## src/rtl/uart_txf_pkg.sv

```systemverilog
// Package: shared format type and frame assembly for the UART transmit framer.
// Assumes characters of at most 8 bits and frames of at most 12 bits.
package uart_txf_pkg;

    localparam int CHAR_W  = 8;
    localparam int FRAME_W = 12;
    localparam int LEN_W   = 4;

    typedef struct packed {
        logic [1:0] wlen;
        logic       par_en;
        logic       even_sel;
        logic       stick;
        logic       two_stop;
    } txf_fmt_t;

    // Frame bits, LSB sent first; unused upper positions are ones.
    function automatic logic [FRAME_W-1:0] frame_bits(input logic [CHAR_W-1:0] d,
                                                      input txf_fmt_t f);
        logic [FRAME_W-1:0] v;
        logic [CHAR_W-1:0]  dm;
        logic               par;
        int                 n;
        v  = '1;
        dm = '0;
        n  = 5 + int'(f.wlen);
        v[0] = 1'b0;
        for (int i = 0; i < CHAR_W; i++) begin
            if (i < n) begin
                v[i+1] = d[i];
                dm[i]  = d[i];
            end
        end
        if (f.stick) par = ~f.even_sel;
        else         par = f.even_sel ? ^dm : ~^dm;
        if (f.par_en) v[n+1] = par;
        return v;
    endfunction

    // Total number of bits in a frame for this format.
    function automatic logic [LEN_W-1:0] frame_len(input txf_fmt_t f);
        return LEN_W'(7 + int'(f.wlen) + int'(f.par_en) + int'(f.two_stop));
    endfunction

endpackage

```

## src/rtl/txf_store.sv

```systemverilog
// Transmit store: circular buffer with an occupancy counter.
// Assumes: DEPTH >= 1. In holding mode only one entry is used, so a write is
// dropped while anything is stored. Pop on empty and push on full are ignored.
module txf_store #(
    parameter int DEPTH = 16,
    parameter int W     = 8
) (
    input  logic         clk,
    input  logic         rst_n,
    input  logic         hold_mode,
    input  logic         push,
    input  logic [W-1:0] din,
    input  logic         pop,
    output logic [W-1:0] dout,
    output logic         empty,
    output logic         full
);
    localparam int PTR_W = (DEPTH > 1) ? $clog2(DEPTH) : 1;
    localparam int CNT_W = $clog2(DEPTH + 1);
    localparam logic [PTR_W-1:0] LAST = PTR_W'(DEPTH - 1);

    logic [W-1:0]     mem [DEPTH];
    logic [PTR_W-1:0] wr_ptr, rd_ptr;
    logic [CNT_W-1:0] count;
    logic             push_ok, pop_ok;

    // Occupancy-derived status.
    always_comb begin
        empty   = (count == '0);
        full    = hold_mode ? !empty : (count == CNT_W'(DEPTH));
        push_ok = push && !full;
        pop_ok  = pop && !empty;
        dout    = mem[rd_ptr];
    end

    // Entry storage; written only on an accepted push.
    always_ff @(posedge clk) begin
        if (push_ok) mem[wr_ptr] <= din;
    end

    // Pointer and counter update.
    always_ff @(posedge clk) begin
        if (!rst_n) begin
            wr_ptr <= '0;
            rd_ptr <= '0;
            count  <= '0;
        end else begin
            if (push_ok) wr_ptr <= (wr_ptr == LAST) ? '0 : wr_ptr + 1'b1;
            if (pop_ok)  rd_ptr <= (rd_ptr == LAST) ? '0 : rd_ptr + 1'b1;
            if (push_ok && !pop_ok)      count <= count + 1'b1;
            else if (pop_ok && !push_ok) count <= count - 1'b1;
        end
    end
endmodule

```

## src/rtl/txf_shifter.sv

```systemverilog
// Frame shifter: loads a prepared frame on a bit tick and moves one bit per
// tick onto the line. When idle the line is high, or low if break was
// requested in the previous cycle.
// Assumes: start_ok already includes the enables, the break gate and "data
// available". A new frame may load on the tick that ends the previous one.
module txf_shifter
    import uart_txf_pkg::*;
(
    input  logic               clk,
    input  logic               rst_n,
    input  logic               bit_tick,
    input  logic               start_ok,
    input  logic               send_break,
    input  logic [FRAME_W-1:0] frame_in,
    input  logic [LEN_W-1:0]   len_in,
    output logic               load,
    output logic               active,
    output logic               txd
);
    logic [FRAME_W-1:0] sh;
    logic [LEN_W-1:0]   left;
    logic               brk_q;
    logic               last;

    // Load decision and line output.
    always_comb begin
        last = (left == '0);
        load = bit_tick && start_ok && (!active || last);
        txd  = active ? sh[0] : !brk_q;
    end

    // Shift register, bit counter and break register.
    always_ff @(posedge clk) begin
        if (!rst_n) begin
            sh     <= '1;
            left   <= '0;
            active <= 1'b0;
            brk_q  <= 1'b0;
        end else begin
            brk_q <= send_break;
            if (load) begin
                sh     <= frame_in;
                left   <= len_in - 1'b1;
                active <= 1'b1;
            end else if (bit_tick && active) begin
                if (last) begin
                    active <= 1'b0;
                end else begin
                    sh   <= {1'b1, sh[FRAME_W-1:1]};
                    left <= left - 1'b1;
                end
            end
        end
    end
endmodule

```

## src/rtl/uart_tx_framer.sv

```systemverilog
// UART transmit framer top. It connects the transmit store to the frame shifter
// and assembles each frame from the format inputs at load time.
// Assumes: bit_tick is a one-cycle pulse at the bit rate, generated outside.
module uart_tx_framer
    import uart_txf_pkg::*;
#(
    parameter int FIFO_DEPTH = 16
) (
    input  logic       clk,
    input  logic       rst_n,
    input  logic       bit_tick,
    input  logic       wr_valid,
    input  logic [7:0] wr_data,
    input  logic       uart_en,
    input  logic       tx_en,
    input  logic       fifo_en,
    input  logic [1:0] word_len,
    input  logic       par_en,
    input  logic       even_sel,
    input  logic       stick_par,
    input  logic       two_stop,
    input  logic       send_break,
    output logic       txd,
    output logic       busy,
    output logic       tx_empty,
    output logic       tx_full
);
    logic [CHAR_W-1:0]  head;
    logic               st_empty, st_full;
    logic               do_load, sh_active, start_ok;
    txf_fmt_t           fmt;
    logic [FRAME_W-1:0] frame;
    logic [LEN_W-1:0]   flen;

    txf_store #(.DEPTH(FIFO_DEPTH), .W(CHAR_W)) u_store (
        .clk       (clk),
        .rst_n     (rst_n),
        .hold_mode (!fifo_en),
        .push      (wr_valid),
        .din       (wr_data),
        .pop       (do_load),
        .dout      (head),
        .empty     (st_empty),
        .full      (st_full)
    );

    // Format capture, frame assembly and start gating.
    always_comb begin
        fmt      = '{wlen: word_len, par_en: par_en, even_sel: even_sel,
                     stick: stick_par, two_stop: two_stop};
        frame    = frame_bits(head, fmt);
        flen     = frame_len(fmt);
        start_ok = uart_en && tx_en && !send_break && !st_empty;
    end

    txf_shifter u_shift (
        .clk        (clk),
        .rst_n      (rst_n),
        .bit_tick   (bit_tick),
        .start_ok   (start_ok),
        .send_break (send_break),
        .frame_in   (frame),
        .len_in     (flen),
        .load       (do_load),
        .active     (sh_active),
        .txd        (txd)
    );

    // Status outputs.
    always_comb begin
        busy     = !st_empty || sh_active;
        tx_empty = st_empty;
        tx_full  = st_full;
    end
endmodule

```

## config.mk

```make
export PLATFORM = sky130hd
export DESIGN_NAME = uart_tx_framer
export DESIGN_NICKNAME = d
export VERILOG_FILES = /design/src/rtl/uart_txf_pkg.sv /design/src/rtl/txf_store.sv /design/src/rtl/txf_shifter.sv /design/src/rtl/uart_tx_framer.sv
export SDC_FILE = /design/constraint.sdc
export NUM_CORES = 1
export LEC_CHECK = 0
export ABC_AREA = 1
export BUFFER_PORTS_ARGS = -buffer_cell sky130_fd_sc_hd__buf_2
export CAP_MARGIN = 20
export CORE_ASPECT_RATIO = 0.5
export CORE_MARGIN = 5
export CORE_UTILIZATION = 51
export DETAILED_ROUTE_END_ITERATION = 6
export GPL_TIMING_DRIVEN = 0
export HOLD_SLACK_MARGIN = 0.1
export MAX_ROUTING_LAYER = met4
export PLACE_DENSITY = 0.67
export SYNTH_ARGS = -nofsm -noshare
export SYNTH_HDL_FRONTEND = slang
export SYNTH_SLANG_ARGS = --single-unit
```

## constraint.sdc

```tcl
create_clock -name clk -period 2.85 [get_ports clk]
set_input_delay 0.4275 -clock clk [delete_from_list [all_inputs] [get_ports clk]]
set_output_delay 0.4275 -clock clk [all_outputs]
set_load 0.1 [all_outputs]
```

**Yosys cells after proc, flatten, opt, wreduce, memory -nomap -nowiden**

Memories as Yosys holds them, arrays and structs flattened. A register that Yosys moved wholly into a read port is not among the register bits.
Index checks and enable logic that the tools add are counted.

- Multiplexer cells: 41
- Add/sub/neg operators: 11
- Bitwise operators: 1
- $lt $le $gt $ge: 10
- Reduce and logical (&&, ||, !) cells: 29
- Equality and inequality tests: 4

Operator list:

| kind | number |
|---|---|
| $mux 12 | 4 |
| $mux 4 | 7 |
| $mux 1 | 26 |
| $lt 3x4->1 const A | 4 |
| $bwmux 12 | 1 |
| $logic_and 1x1->1 | 11 |
| $mux 5 | 2 |
| $add 3x2->4 const A | 2 |
| $add 4x1->4 | 2 |
| $add 4x1->4 const B | 2 |
| $eq 4x4->1 const B | 2 |
| $lt 1x4->1 const A | 2 |
| $lt 2x4->1 const A | 2 |
| $reduce_xnor 8->1 | 1 |
| $reduce_xor 8->1 | 1 |
| $sub 4x1->4 const B | 2 |
| $logic_not 1->1 | 7 |
| $reduce_bool 2->1 | 3 |
| $add 4x1->5 const B | 1 |
| $add 5x1->5 const B | 1 |
| $eq 5x5->1 const B | 1 |
| $ge 5x1->1 const B | 1 |
| $logic_not 5->1 | 1 |
| $lt 5x5->1 const B | 1 |
| other kinds (7) | 9 |

- Word-level logic and storage cells: 104
- Output and inout bits: 4
- Bits in registers: 31
- Bits in writable memories: 128
- Memories: 1

Memories:

| memory | words | width | rd ports | clocked after Yosys merged registers in | wr ports | RTL line | source |
|---|---|---|---|---|---|---|---|
| u_store.mem | 16 | 8 | 1 | 1 | 1 | txf_store.sv:22 | `logic [W-1:0] mem [DEPTH];` |

**Logic depth before layout (Yosys ltp)**

Gate-level depths: netlist (run 1).

- Depth in word-level cells: 9
- Depth in mapped cells: 22
- Gate-level depth less buffers: 21

**Hierarchy**

A second synthesis (run 1) with hierarchy kept.

- Cells, all modules: 846
- Area total of the unflattened synthesis: 7805.0 um2

By module, submodules not included:

| module | area an instance (um2) | cells each | sequential area each (um2) | times used |
|---|---|---|---|---|
| txf_store | 6407.4 | 639 | 4184.0 | 1 |
| txf_shifter | 960.9 | 123 | 360.3 | 1 |
| uart_tx_framer | 436.7 | 84 | 0.0 | 1 |

**Worst setup path after synthesis (run 1)**

No wires, ideal clock.

- Path kind: reg-to-reg
- Start point: register u_store.count[0]
- End point: register u_store.count[4]
- Arrival: 4.943 ns
- Required time: 2.780 ns
- Setup time: 0.070 ns
- Clock period less this slack: 5.013 ns
- Path slack: -2.163 ns
- Buffers on the path: 0
- Stages on the path, launching flop included: 14
- Cell sequence: dfxtp_1 -> nor4_1 -> inv_1 -> nor2_1 -> a21oi_1 -> nor2_1 -> ha_1 -> inv_1 -> fa_1 -> a21o_1 -> a21oi_1 -> xor2_1 -> nand2_1 -> a21oi_1

- Elaborated cells on any way between the ends: 19

RTL lines:

| item | RTL line | source |
|---|---|---|
| start, declared | txf_store.sv:24 | `logic [CNT_W-1:0] count;` |
| start signal, assigned | txf_store.sv:50 | `if (push_ok && !pop_ok) count <= count + 1'b1;` |
| start signal, assigned | txf_store.sv:51 | `else if (pop_ok && !push_ok) count <= count - 1'b1;` |
| $logic_not 5->1 * | txf_store.sv:29 | `empty = (count == '0);` |
| named net tx_empty | uart_tx_framer.sv:25 | `output logic tx_empty,` |
| $logic_not 1->1 * | txf_store.sv:30 | `full = hold_mode ? !empty : (count == CNT_W'(DEPTH));` |
| $mux 1 * | txf_store.sv:30 |  |
| named net tx_full | uart_tx_framer.sv:26 | `output logic tx_full` |
| $logic_not 1->1 * | txf_store.sv:31 | `push_ok = push && !full;` |
| $logic_and 1x1->1 * | txf_store.sv:31 |  |
| named net u_store.push_ok | txf_store.sv:25 | `logic push_ok, pop_ok;` |
| $logic_not 1->1 | txf_store.sv:51 |  |
| $logic_and 1x1->1 | txf_store.sv:51 |  |
| $reduce_bool 2->1 (no line) | - |  |

The timed path passes the listed nets; every way through them passes the cells marked *. The select of a mux whose other input is x is not followed.
A chain may end at the register's enable or synchronous reset.

**Final worst setup path (run 1)**

- Start point: register u_store.count[3]
- End point: register u_store.count[4]

- Longest elaborated chain between the ends: 9
- Elaborated cells on any way between the ends: 19

Ends and longest elaborated chain:

| item |
|---|
| parallel branches: the longest is 9 deep, another holds $sub 5x1->5 |

Several ways; the timed one is not identified. The select of a mux whose other input is x is not followed.

==> results of run 1 <==
## where the power goes
part	internal (uW)	switching (uW)
Clock	1400	1000
Combinational	499	1240
Sequential	2720	80.1
## flip-flops by register name, indices dropped and copies added, names as in the netlist, named ones only
signal,cells
u_store.mem,128
u_shift.sh,12
u_store.count,5
u_shift.left,4
u_store.rd_ptr,4
u_store.wr_ptr,4
u_shift.active,1
u_shift.brk_q,1
## cell usage after synthesis (3+ instances only)
cell type	instances
nand3_1	87
nand2_1	267
dfxtp_1	35
inv_2	5
nor3_1	5
o211ai_1	4
xor2_1	6
o21ai_1	7
edfxtp_1	128
inv_1	99
buf_2	13
clkbuf_1	11
buf_6	4
a211oi_1	3
nor2_1	64
ha_1	13
a21oi_1	16
o21ai_0	25
## cell type report
| class | count | area (sq um) |
|---|---|---|
| fillers | 1266 | 5890 |
| multi-input cells | 516 | 2450 |
| plain buffers | 28 | 160 |
| inverters | 105 | 394 |
| well taps | 198 | 248 |
| clock inverters | 15 | 194 |
| flip-flops and latches | 163 | 4550 |
| clock buffers | 17 | 425 |
| repair buffers | 25 | 125 |
## critical path: cells and delay by family (launching register included)
family                   cells  cell delay [ns]
AND/OR/NAND/NOR              4             0.77
buffers and inverters        3             0.31
XOR/XNOR                     1             0.15
AO/OA/AOI/OAI                3             0.41
flip-flops                   1             0.34
adder cells (fa/ha/maj)      2             0.59
## timing repair
| item | 4_1_cts | 5_1_grt |
|---|---|---|
| hold endpoints to repair | 0 | 0 |
| endpoints found under the setup margin | 1 | 10 |
| pin swaps | 0 | 1 |
| resized for setup | 0 | 10 |
## cell families after synthesis
kind of cell,after synthesis,synth area share (%)
XOR/XNOR,8,0.936
flip-flops,163,60.7
buffers and inverters,134,7.39
AND/OR/NAND/NOR,432,23.7
AO/OA/AOI/OAI,61,4.52
adder cells (fa/ha/maj),15,2.71
## worst paths after layout
check | from | endpoint | slack (ns) | cells past startpoint
max reg2reg | u_store.count[3] | u_store.count[4] | 0.21 | 13
max | u_store.count[3] | u_store.count[4] | 0.21 | 13
min reg2reg | u_shift.sh[0] | u_shift.sh[0] | 0.48 | 2
min | send_break | u_shift.brk_q | 0.20 | 3
## through the flow
step	setup TNS, ns	util [%]	instances	setup WS, ns
2_1_floorplan	-0.339	-	813	-0.208
3_3_place_gp	-0.0693	54.8	1036	-0.0693
3_5_place_dp	-0.00817	54.8	1036	-0.00817
4_1_cts	0	59.1	1067	0.0741
5_1_grt	0	59.2	1067	0.00350
6_report	0	59.2	1067	0.206
## per-layer routing
| layer | up-vias | part of all wire [%] | GRT usage, % |
|---|---|---|---|
| met5 | - | 0 | - |
| met4 | 0 | 1.3 | 6.43 |
| met3 | 34 | 7.5 | 3.96 |
| met2 | 222 | 46 | 34.9 |
| met1 | 2651 | 45 | 30.0 |
| li1 | 2733 | - | - |
==> summary.md, run 1 <==
| Metric | Value |
|---|---|
| Cell Pwr Density | `813 nW/um^2` |
| Final Hold Fails | `0` |
| Initial core utilization | `roughly half` |
| Wire length per cell | `16.6 um` |
| TritonCTS Sinks | `163` |
| Most common flop cell mapped by yosys | `edfxtp_1` |
| First-pass DRT Iterations | `5` |
| FF+latch count, synth | `163` |
| Cell area after layout | `about 8500 sq um` |
| Clk_lat worst skew | `0.43 ns` |
| First-pass GRT wire length | `between 20 and 30 mm` |
| EDFF count, synth | `between 100 and 150` |
| Register area share after synthesis | `a little over 60%` |
| Via density per instance | `approximately 5.3` |
| Post-route clock period utilization | `between 90% and 100%` |
| Synth-to-Final Area Change | `14.2%` |
| Vias in the first global route | `approximately 5300` |
| WP data required | `3.21 ns` |
| DP Area | `7910 sq um` |
| Setup violators final | `0` |
| Yosys warns | `0` |
| Worst path cell trace | `nor4_1 -> inv_1 -> nor2_4 -> inv_1 -> nand3_4 -> ha_4 -> inv_2 -> fa_2 -> a21o_1 -> a21oi_2 -> xor2_1 -> nand2_1 -> a21oi_1` |
| Status | `complete, no violations` |
| GP Congestion | `0.895` |
| Worst hold path class | `input port to flop` |
| Hold_buf cts | `0` |
| Final global-route overflow total | `0` |
| Die height | `roughly 96 um` |
| CTS H-tree depth | `4` |
| ANT nets after route | `0` |
| Setup crit end kind | `flop` |
| Post-route DRC violation count | `0` |
| Total global-route track usage | `22.2%` |
| Commonest cells after routing, fill and taps aside | `nand2_1, edfxtp_1, inv_1, nand3_1, nor2_1` |
| Die area | `~17000 sq um` |
| Initial antenna violation count | `0` |
| Synth Instances | `813` |
| CTS tree | `yes` |
| Largest net degree at the start of global routing | `20` |
| RSZ-0062 raised after global routing | `no` |
| Avg Cell Area, Syn | `9.20 sq um` |
| Max VDD drop | `1.31 mV` |
| CTS buffer count | `17` |
| Max transition margin | `between 30% and 40%` |
| Hold slack | `roughly 0.20 ns` |
| MaxCap Viol Count | `0` |
| Leakage | `between 0.003 and 0.004 uW` |
| Crit path max fanout | `19` |
| Worst setup SP type | `flop` |
| Fin crit period | `roughly 2.6 ns` |
| Most common cell after layout, fill and taps aside | `nand2_1` |
| Core area | `14400 sq um` |
| Final Slew Violations | `0` |
| Crit path DAT | `3.00 ns` |
| Dominant cells by area after synthesis | `edfxtp_1, nand2_1, dfxtp_1, nand3_1, inv_1` |
| Die W | `around 180 um` |
| Reg clk slew, reported paths | `approximately 0.070 ns` |
| Mapped cell area | `around 7500 sq um` |
| Post-DP HPWL | `around 12 mm` |
| Power, Total | `between 6000 and 7000 uW` |
| Fmax | `378 MHz` |
| Worst-Margin Slew | `about 1.0 ns` |
| Crit path max-delay cell type | `fa_2` |
| Syn nets | `850` |
| Synth unique cells | `34` |
| Rows | `31` |
| Num ports | `26` |
| Root buffer cell | `clkbuf_16` |
| Vias | `between 5000 and 6000` |
| Port bufs | `25` |
| Initial DRC Count | `about 630` |
| Layout cells sized above 1 | `between 10% and 20%` |
| Kind of critical path | `flop to flop` |
| Max incr delay on CP | `0.40 ns` |
| WL final | `between 15 and 20 mm` |
| Top-area cell type share of the netlist area | `around 51%` |
| Ys async rst share | `0%` |
| Most frequent CP cell | `inv_1` |
| Cell taking the most area after synthesis | `edfxtp_1` |
| Clk_skew | `roughly 0.011 ns` |
| Max clock buf depth | `2` |
| Nets@finish | `between 800 and 900` |
| Buffer count from post-CTS setup fixing | `0` |
| Diode count | `0` |
Note: power is estimated with default switching activity, not from simulation.
==> run 2: changes to the inputs <==
--- a/config.mk
+++ b/config.mk
@@ -9,13 +9,13 @@
 export BUFFER_PORTS_ARGS = -buffer_cell sky130_fd_sc_hd__buf_2
 export CAP_MARGIN = 20
 export CORE_ASPECT_RATIO = 0.5
-export CORE_MARGIN = 5
 export CORE_UTILIZATION = 51
 export DETAILED_ROUTE_END_ITERATION = 6
 export GPL_TIMING_DRIVEN = 0
 export HOLD_SLACK_MARGIN = 0.1
 export MAX_ROUTING_LAYER = met4
 export PLACE_DENSITY = 0.67
+export SETUP_SLACK_MARGIN = 0.5
 export SYNTH_ARGS = -nofsm -noshare
 export SYNTH_HDL_FRONTEND = slang
 export SYNTH_SLANG_ARGS = --single-unit
==> run 2 against run 1 <==
Hold slack better by 0.018 ns. Die area shrank 12%. Sequential power is essentially flat. First-iteration DRC count shrank 8.8%. Clock power down 5%. Via count up 2.5%. Critical endpoint unchanged. Highest routed layer unchanged.
==> summary.md, run 2 (synthesized netlist as in run 1, its figures left out) <==
| Metric | Value |
|---|---|
| Status | `complete, no violations` |
| Setup violators final | `0 (unchanged)` |
| Setup crit end kind | `flop` |
| CTS buffer count | `17 (unchanged)` |
| Total global-route track usage | `26.9% (+4.8 points)` |
| Clk_skew | `0.0102 ns (-0.000905 ns)` |
| Final Slew Violations | `0 (unchanged)` |
| ANT nets after route | `0 (unchanged)` |
| Max transition margin | `61.2% (+28 points)` |
| Vias | `5781 (+2.5%)` |
| Commonest cells after routing, fill and taps aside | `nand2_1, edfxtp_1, inv_1, nand3_1, nor2_1` |
| # fillers | `1012 (-20%)` |
| CTS H-tree depth | `4 (unchanged)` |
| Cell Pwr Density | `787 nW/um^2 (-3.2%)` |
| MaxCap Viol Count | `0 (unchanged)` |
| Flop2flop setup slack | `0.39 ns (+0.18 ns)` |
| First-pass DRT Iterations | `4 (-1)` |
| Layout cells sized above 1 | `23.8% (+12 points)` |
| WP data required | `3.20 ns (about the same)` |
| Met2 routed WL | `8.83 mm (+8.6%)` |
| Die W | `173 um (-4.4%)` |
| Largest Register | `u_store.mem` |
| Leakage | `0.00400 uW (+8.5%)` |
| Rows | `30 (-3.2%)` |
| RSZ-0062 raised after global routing | `yes` |
| Clk_lat worst skew | `0.43 ns (about the same)` |
| Utilization after layout | `68.1% (+8.9 points)` |
| Crit path DAT | `2.81 ns (-0.19 ns)` |
| Reg clk slew, reported paths | `0.06 ns (about the same)` |
| Met3 routed wirelength | `1.62 mm (+22%)` |
| Nets@finish | `925 (+3.6%)` |
| Max clock buf depth | `2 (unchanged)` |
| CTS tree | `yes` |
| Die height | `87.6 um (-8.4%)` |
| Worst-Margin Slew | `0.578 ns (-0.422 ns)` |
| Diode count | `0 (unchanged)` |
| Worst setup SP type | `flop` |
| TritonCTS Sinks | `163 (unchanged)` |
| Via density per instance | `5.30 (+0.25%)` |
| Initial DRC Count | `571 (-8.8%)` |
| First-pass GRT wire length | `29.1 mm (+2.4%)` |
| Initial core utilization | `53.7% (+1.9 points)` |
| Max layer used | `met4` |
| Root buffer cell | `clkbuf_16` |
| Core area | `13900 sq um (-3.5%)` |
| Kind of critical path | `flop to flop` |
| Max VDD drop | `0.963 mV (-26%)` |
| Post-route clock period utilization | `86.3% (-6.4 points)` |
| WL final | `19.2 mm (+8.3%)` |
| Most common cell after layout, fill and taps aside | `nand2_1` |
| Num ports | `26 (unchanged)` |
| R2R cell count | `14 (+1)` |
| Crit path max fanout | `4 (-15)` |
| Worst hold path class | `input port to flop` |
| Wire length per cell | `17.6 um (+5.9%)` |
| Fmax | `406 MHz (+7.4%)` |
| Largest registers | `u_store.mem x128, u_shift.sh x12, u_store.count x5` |
| Port bufs | `25 (unchanged)` |
| Setup TNS | `0 ns (unchanged)` |
| M1 wire length | `8.46 mm (+4.9%)` |
| Largest net degree at the start of global routing | `17 (-15%)` |
| Post-route DRC violation count | `0 (unchanged)` |
| Vias in the first global route | `5481 (+2.8%)` |
| Final global-route overflow total | `0 (unchanged)` |
| GP Congestion | `0.914 (+2.1%)` |
| Final Hold Fails | `0 (unchanged)` |
| Fin crit period | `2.46 ns (-0.183 ns)` |
| WHS Path Cells | `3 (unchanged)` |
| Post-DP HPWL | `12.2 mm (+0.27%)` |
| Max FFs per register | `128 (unchanged)` |
| Die area | `15200 sq um (-12%)` |
| Initial antenna violation count | `0 (unchanged)` |
| Synth-to-Final Area Change | `26.8%` |
==> run 2: path summary, 6_finish.rpt <==
path / to / startpoint
hold reg to reg: u_shift.sh[11] / u_shift.sh[11]
setup / recovery: u_store.count[4] / u_store.count[1]
hold / removal: u_shift.brk_q / send_break
setup reg to reg: u_store.count[4] / u_store.count[1]
==> run 2: report_power, final <==
part           internal, uW  total (uW)  switching [uW]  leakage [uW]
combinational           844        2340            1500       0.00229
clock                  1370        2300             932      0.000273
sequential             2730        2820            93.8       0.00144
==> run 2: layout make-up <==
type | count | area [sq um] | area share [%]
Sequential cell | 163 | 4560 | 48.0
Multi-Input combinational cell | 516 | 2900 | 30.6
Timing Repair Buffer | 56 | 473 | 4.98
Clock buffer | 18 | 429 | 4.52
Inverter | 105 | 410 | 4.32
Buffer | 29 | 315 | 3.32
Tap cell | 192 | 240 | 2.53
Clock inverter | 12 | 159 | 1.67
==> run 2: metrics by stage <==
step	hold slack (ns)	setup WS [ns]	cell area [sq um]	cells	power, uW
finish	0.222	0.389	9490	1091	7470
global route	0.224	0.297	9490	1091	7800
CTS	0.195	0.412	9040	1079	7260
detailed placement	0.461	-0.130	8030	1030	4650
global placement	0.452	-0.0737	8030	1030	4600
floorplan	0.437	-0.207	7660	813	4260
==> run 2: repair_timing <==
| action | 4_1_cts | 5_1_grt |
|---|---|---|
| gates cloned | 1 | 1 |
| endpoints found under the setup margin | 31 | 112 |
| pin swaps | 17 | 49 |
| resized for setup | 66 | 83 |
| buffers inserted | 18 | 11 |
| hold buffers | 0 | 0 |
==> run 2: critical path: stages, from the launching register on <==
cell,delay [ns]
dfxtp_4,0.35
nor4_4,0.28
inv_2,0.08
nor2_4,0.15
buf_6,0.12
a21oi_4,0.03
nor2_4,0.12
ha_4,0.15
inv_4,0.05
fa_2,0.33
a21o_1,0.18
a21oi_2,0.14
xor2_1,0.19
nand2_1,0.10
a21oi_2,0.12
==> run 2: routing by layer <==
layer  GRT usage, %  vias to the layer above
met5              -                        -
li1               -                     2802
met1           34.6                     2734
met4           8.85                        0
met3           6.25                       31
met2           42.6                      214
==> run 3: changes to the inputs <==
--- a/config.mk
+++ b/config.mk
@@ -15,6 +15,7 @@
 export HOLD_SLACK_MARGIN = 0.1
 export MAX_ROUTING_LAYER = met4
 export PLACE_DENSITY = 0.67
+export REMOVE_ABC_BUFFERS = 1
 export SETUP_SLACK_MARGIN = 0.5
 export SYNTH_ARGS = -nofsm -noshare
 export SYNTH_HDL_FRONTEND = slang
==> run 3 against run 2 <==
Non-clock buffer count is 23 lower. Die area did not move. Count of clock-buffer cells in the layout fell by 1. Worst setup slack improved by 0.010 ns. Largest cell class unchanged. Fmax increased by 0.42%. Hold slack lost 0.0067 ns. Critical endpoint is now u_shift.sh[6].
==> summary.md, run 3 (synthesized netlist as in run 1, its figures left out) <==
| Metric | Value |
|---|---|
| Status | `complete, no violations` |
| Worst setup endpoint | `u_shift.sh[6]` |
| Post-route clock period utilization | `86.0% (-0.36 points)` |
| Fin crit period | `2.45 ns (-0.0103 ns)` |
| Rows | `30 (unchanged)` |
| Wire length per cell | `17.5 um (-0.89%)` |
| CP top delay family | `simple AND/OR/NAND/NOR gates` |
| Cell Pwr Density | `781 nW/um^2 (-0.70%)` |
| Fmax | `408 MHz (+0.42%)` |
| R2R cell count | `21 (+7)` |
| Commonest cells after routing, fill and taps aside | `nand2_1, edfxtp_1, inv_1, nand3_1, nor2_1` |
| CTS tree | `yes` |
| Clk_lat worst skew | `0.43 ns (about the same)` |
| Crit path max-delay cell type | `dfxtp_4` |
| Crit path max fanout | `9 (+5)` |
| Vias in the first global route | `5256 (-4.1%)` |
| Worst r2r dst | `u_shift.sh[6]` |
| MaxCap Viol Count | `0 (unchanged)` |
| Max FFs per register | `128 (unchanged)` |
| Initial DRC Count | `607 (+6.3%)` |
| Leakage | `0.00396 uW (-1.0%)` |
| WP data required | `3.18 ns (-0.02 ns)` |
| Flop2flop setup slack | `0.40 ns (about the same)` |
| Worst path cell trace | `buf_12 -> buf_12 -> nor2_2 -> nor2_1 -> o21ai_4 -> nand3_2 -> nand3_2 -> nand2_4 -> nand2_1 -> nand2_1 -> nand2_1 -> nand2_2 -> inv_2 -> nand2_4 -> nand3_4 -> nand2_8 -> nand3_4 -> nand2_1 -> nand2_1 -> nand2_1 -> nand2_1` |
| Die height | `87.6 um (unchanged)` |
| Crit path DAT | `2.78 ns (-0.03 ns)` |
| Nets@finish | `905 (-2.2%)` |
| Final Hold Fails | `0 (unchanged)` |
| Max VDD drop | `0.544 mV (-43%)` |
| First-pass DRT Iterations | `5 (+1)` |
| Port bufs | `25 (unchanged)` |
| Die area | `15200 sq um (unchanged)` |
| Number of cells on the critical path | `21 (+7)` |
| WL final | `18.7 mm (-2.5%)` |
| Largest registers | `u_store.mem x128, u_shift.sh x12, u_store.count x5` |
| Worst-Margin Slew | `0.877 ns (+0.299 ns)` |
| RSZ-0062 raised after global routing | `yes` |
| Most frequent CP cell | `nand2_1` |
| Finished Layout Cells | `1073 (-1.6%)` |
| Worst hold path class | `input port to flop` |
| Max clock buf depth | `2 (unchanged)` |
| Diode count | `0 (unchanged)` |
| Post-route DRC violation count | `0 (unchanged)` |
| Num ports | `26 (unchanged)` |
| ANT nets after route | `0 (unchanged)` |
| Core area | `13900 sq um (unchanged)` |
| Reg clk slew, reported paths | `0.07 ns (about the same)` |
| Final Slew Violations | `0 (unchanged)` |
| Die W | `173 um (unchanged)` |
| CTS buffer count | `17 (unchanged)` |
| Dpl cells | `1003 (-2.6%)` |
| Vias | `5690 (-1.6%)` |
| Hold slack | `0.216 ns (-0.00670 ns)` |
| Initial core utilization | `53.7% (unchanged)` |
| Max transition margin | `41.3% (-20 points)` |
| Post-DP HPWL | `9.78 mm (-20%)` |
| CTS H-tree depth | `4 (unchanged)` |
| CP Buf/Inv Count | `3 (unchanged)` |
| First-pass GRT wire length | `27.9 mm (-4.2%)` |
| Kind of critical path | `flop to flop` |
| Setup crit end kind | `flop` |
| Initial antenna violation count | `0 (unchanged)` |
| TritonCTS Sinks | `163 (unchanged)` |
| Synth-to-Final Area Change | `25.4%` |
| Layout cells sized above 1 | `24.4% (+0.60 points)` |
| Final global-route overflow total | `0 (unchanged)` |
| Hold_buf cts | `0 (unchanged)` |
| Largest Register | `u_store.mem` |
| Worst setup SP type | `flop` |
| Clk_skew | `0.0106 ns (+0.000401 ns)` |
| Total global-route track usage | `25.5% (-1.5 points)` |
| Largest net degree at the start of global routing | `44 (+27)` |
| Most common cell after layout, fill and taps aside | `nand2_1` |
| Root buffer cell | `clkbuf_16` |
| GP Congestion | `0.842 (-7.9%)` |
| Setup violators final | `0 (unchanged)` |
| Max incr delay on CP | `0.42 ns (+0.07 ns)` |
| Via density per instance | `5.30 (about the same)` |
## run 3: cell types whose count changed in the layout (fill, tap and decap cells not counted), moves of 5 or more
cell / delta
buf_4: -6
o21ai_1: -6
nand3_2: +9
nor2_4: -16
nand3_1: -9
nor2_2: +16
inv_8: +9
clkinvlp_4: -5
clkbuf_2: -5
## run 3: power breakdown
part | total (uW) | internal (uW) | leakage, uW | switching [uW]
Combinational | 2260 | 796 | 0.00223 | 1470
Clock | 2250 | 1180 | 0.000288 | 1080
Sequential | 2820 | 2720 | 0.00144 | 94.8
Total | 7330 | 4690 | 0.00396 | 2640
## run 3: layout make-up
type / instances / area (sq um)
Fill cell: 1001 / 4540
Clock inverter: 15 / 159
Multi-Input combinational cell: 516 / 2910
Timing Repair inverter: 3 / 57.6
Sequential cell: 163 / 4560
Inverter: 105 / 443
Timing Repair Buffer: 62 / 592
Tap cell: 192 / 240
Clock buffer: 17 / 425
## run 3: worst min path at each step
stage,from,to,slack [ns],cells past startpoint
2_1_floorplan,u_shift.sh[11],u_shift.sh[11],0.44,2
3_3_place_gp,u_shift.sh[11],u_shift.sh[11],0.45,2
3_5_place_dp,u_shift.sh[3],u_shift.sh[3],0.46,2
4_1_cts,send_break,u_shift.brk_q,0.20,3
5_1_grt,send_break,u_shift.brk_q,0.25,3
6_report,send_break,u_shift.brk_q,0.22,3
## run 3: stage by stage
step	utilization [%]	power, uW	instance area, sq um	setup slack [ns]	setup TNS (ns)
5_1_grt	67.4	7640	9390	0.271	0
2_1_floorplan	-	4060	7320	-2.16	-244.61
3_5_place_dp	55.4	4420	7720	-0.648	-11.89
6_report	67.4	7330	9390	0.399	0
3_3_place_gp	55.2	4380	7690	-2.34	-32.92
4_1_cts	63.7	7000	8870	0.425	0
## run 3: worst reg2reg max path, cell delays in order (launching register included)
cell and delay (ns):
dfxtp_4 0.42, buf_12 0.16, buf_12 0.14, nor2_2 0.06
nor2_1 0.19, o21ai_4 0.09, nand3_2 0.10, nand3_2 0.11
nand2_4 0.12, nand2_1 0.06, nand2_1 0.08, nand2_1 0.06
nand2_2 0.10, inv_2 0.05, nand2_4 0.08, nand3_4 0.09
nand2_8 0.10, nand3_4 0.08, nand2_1 0.08, nand2_1 0.07
nand2_1 0.06, nand2_1 0.04
## run 3: layer usage
metal  up-vias  GRT usage (%)  wire (um)
li1       2761              -          -
met1      2693           32.9       8440
met2       208           41.5       8770
met3        28           4.82       1170
met4         0           7.24        349
met5         -              -          0
## run 3: what timing repair did
action,4_1_cts,5_1_grt
pin swaps,21,41
endpoints found under the setup margin,152,100
endpoints found under the hold margin,0,0
resized for setup,81,86
buffers inserted,19,10
cloned,5,4
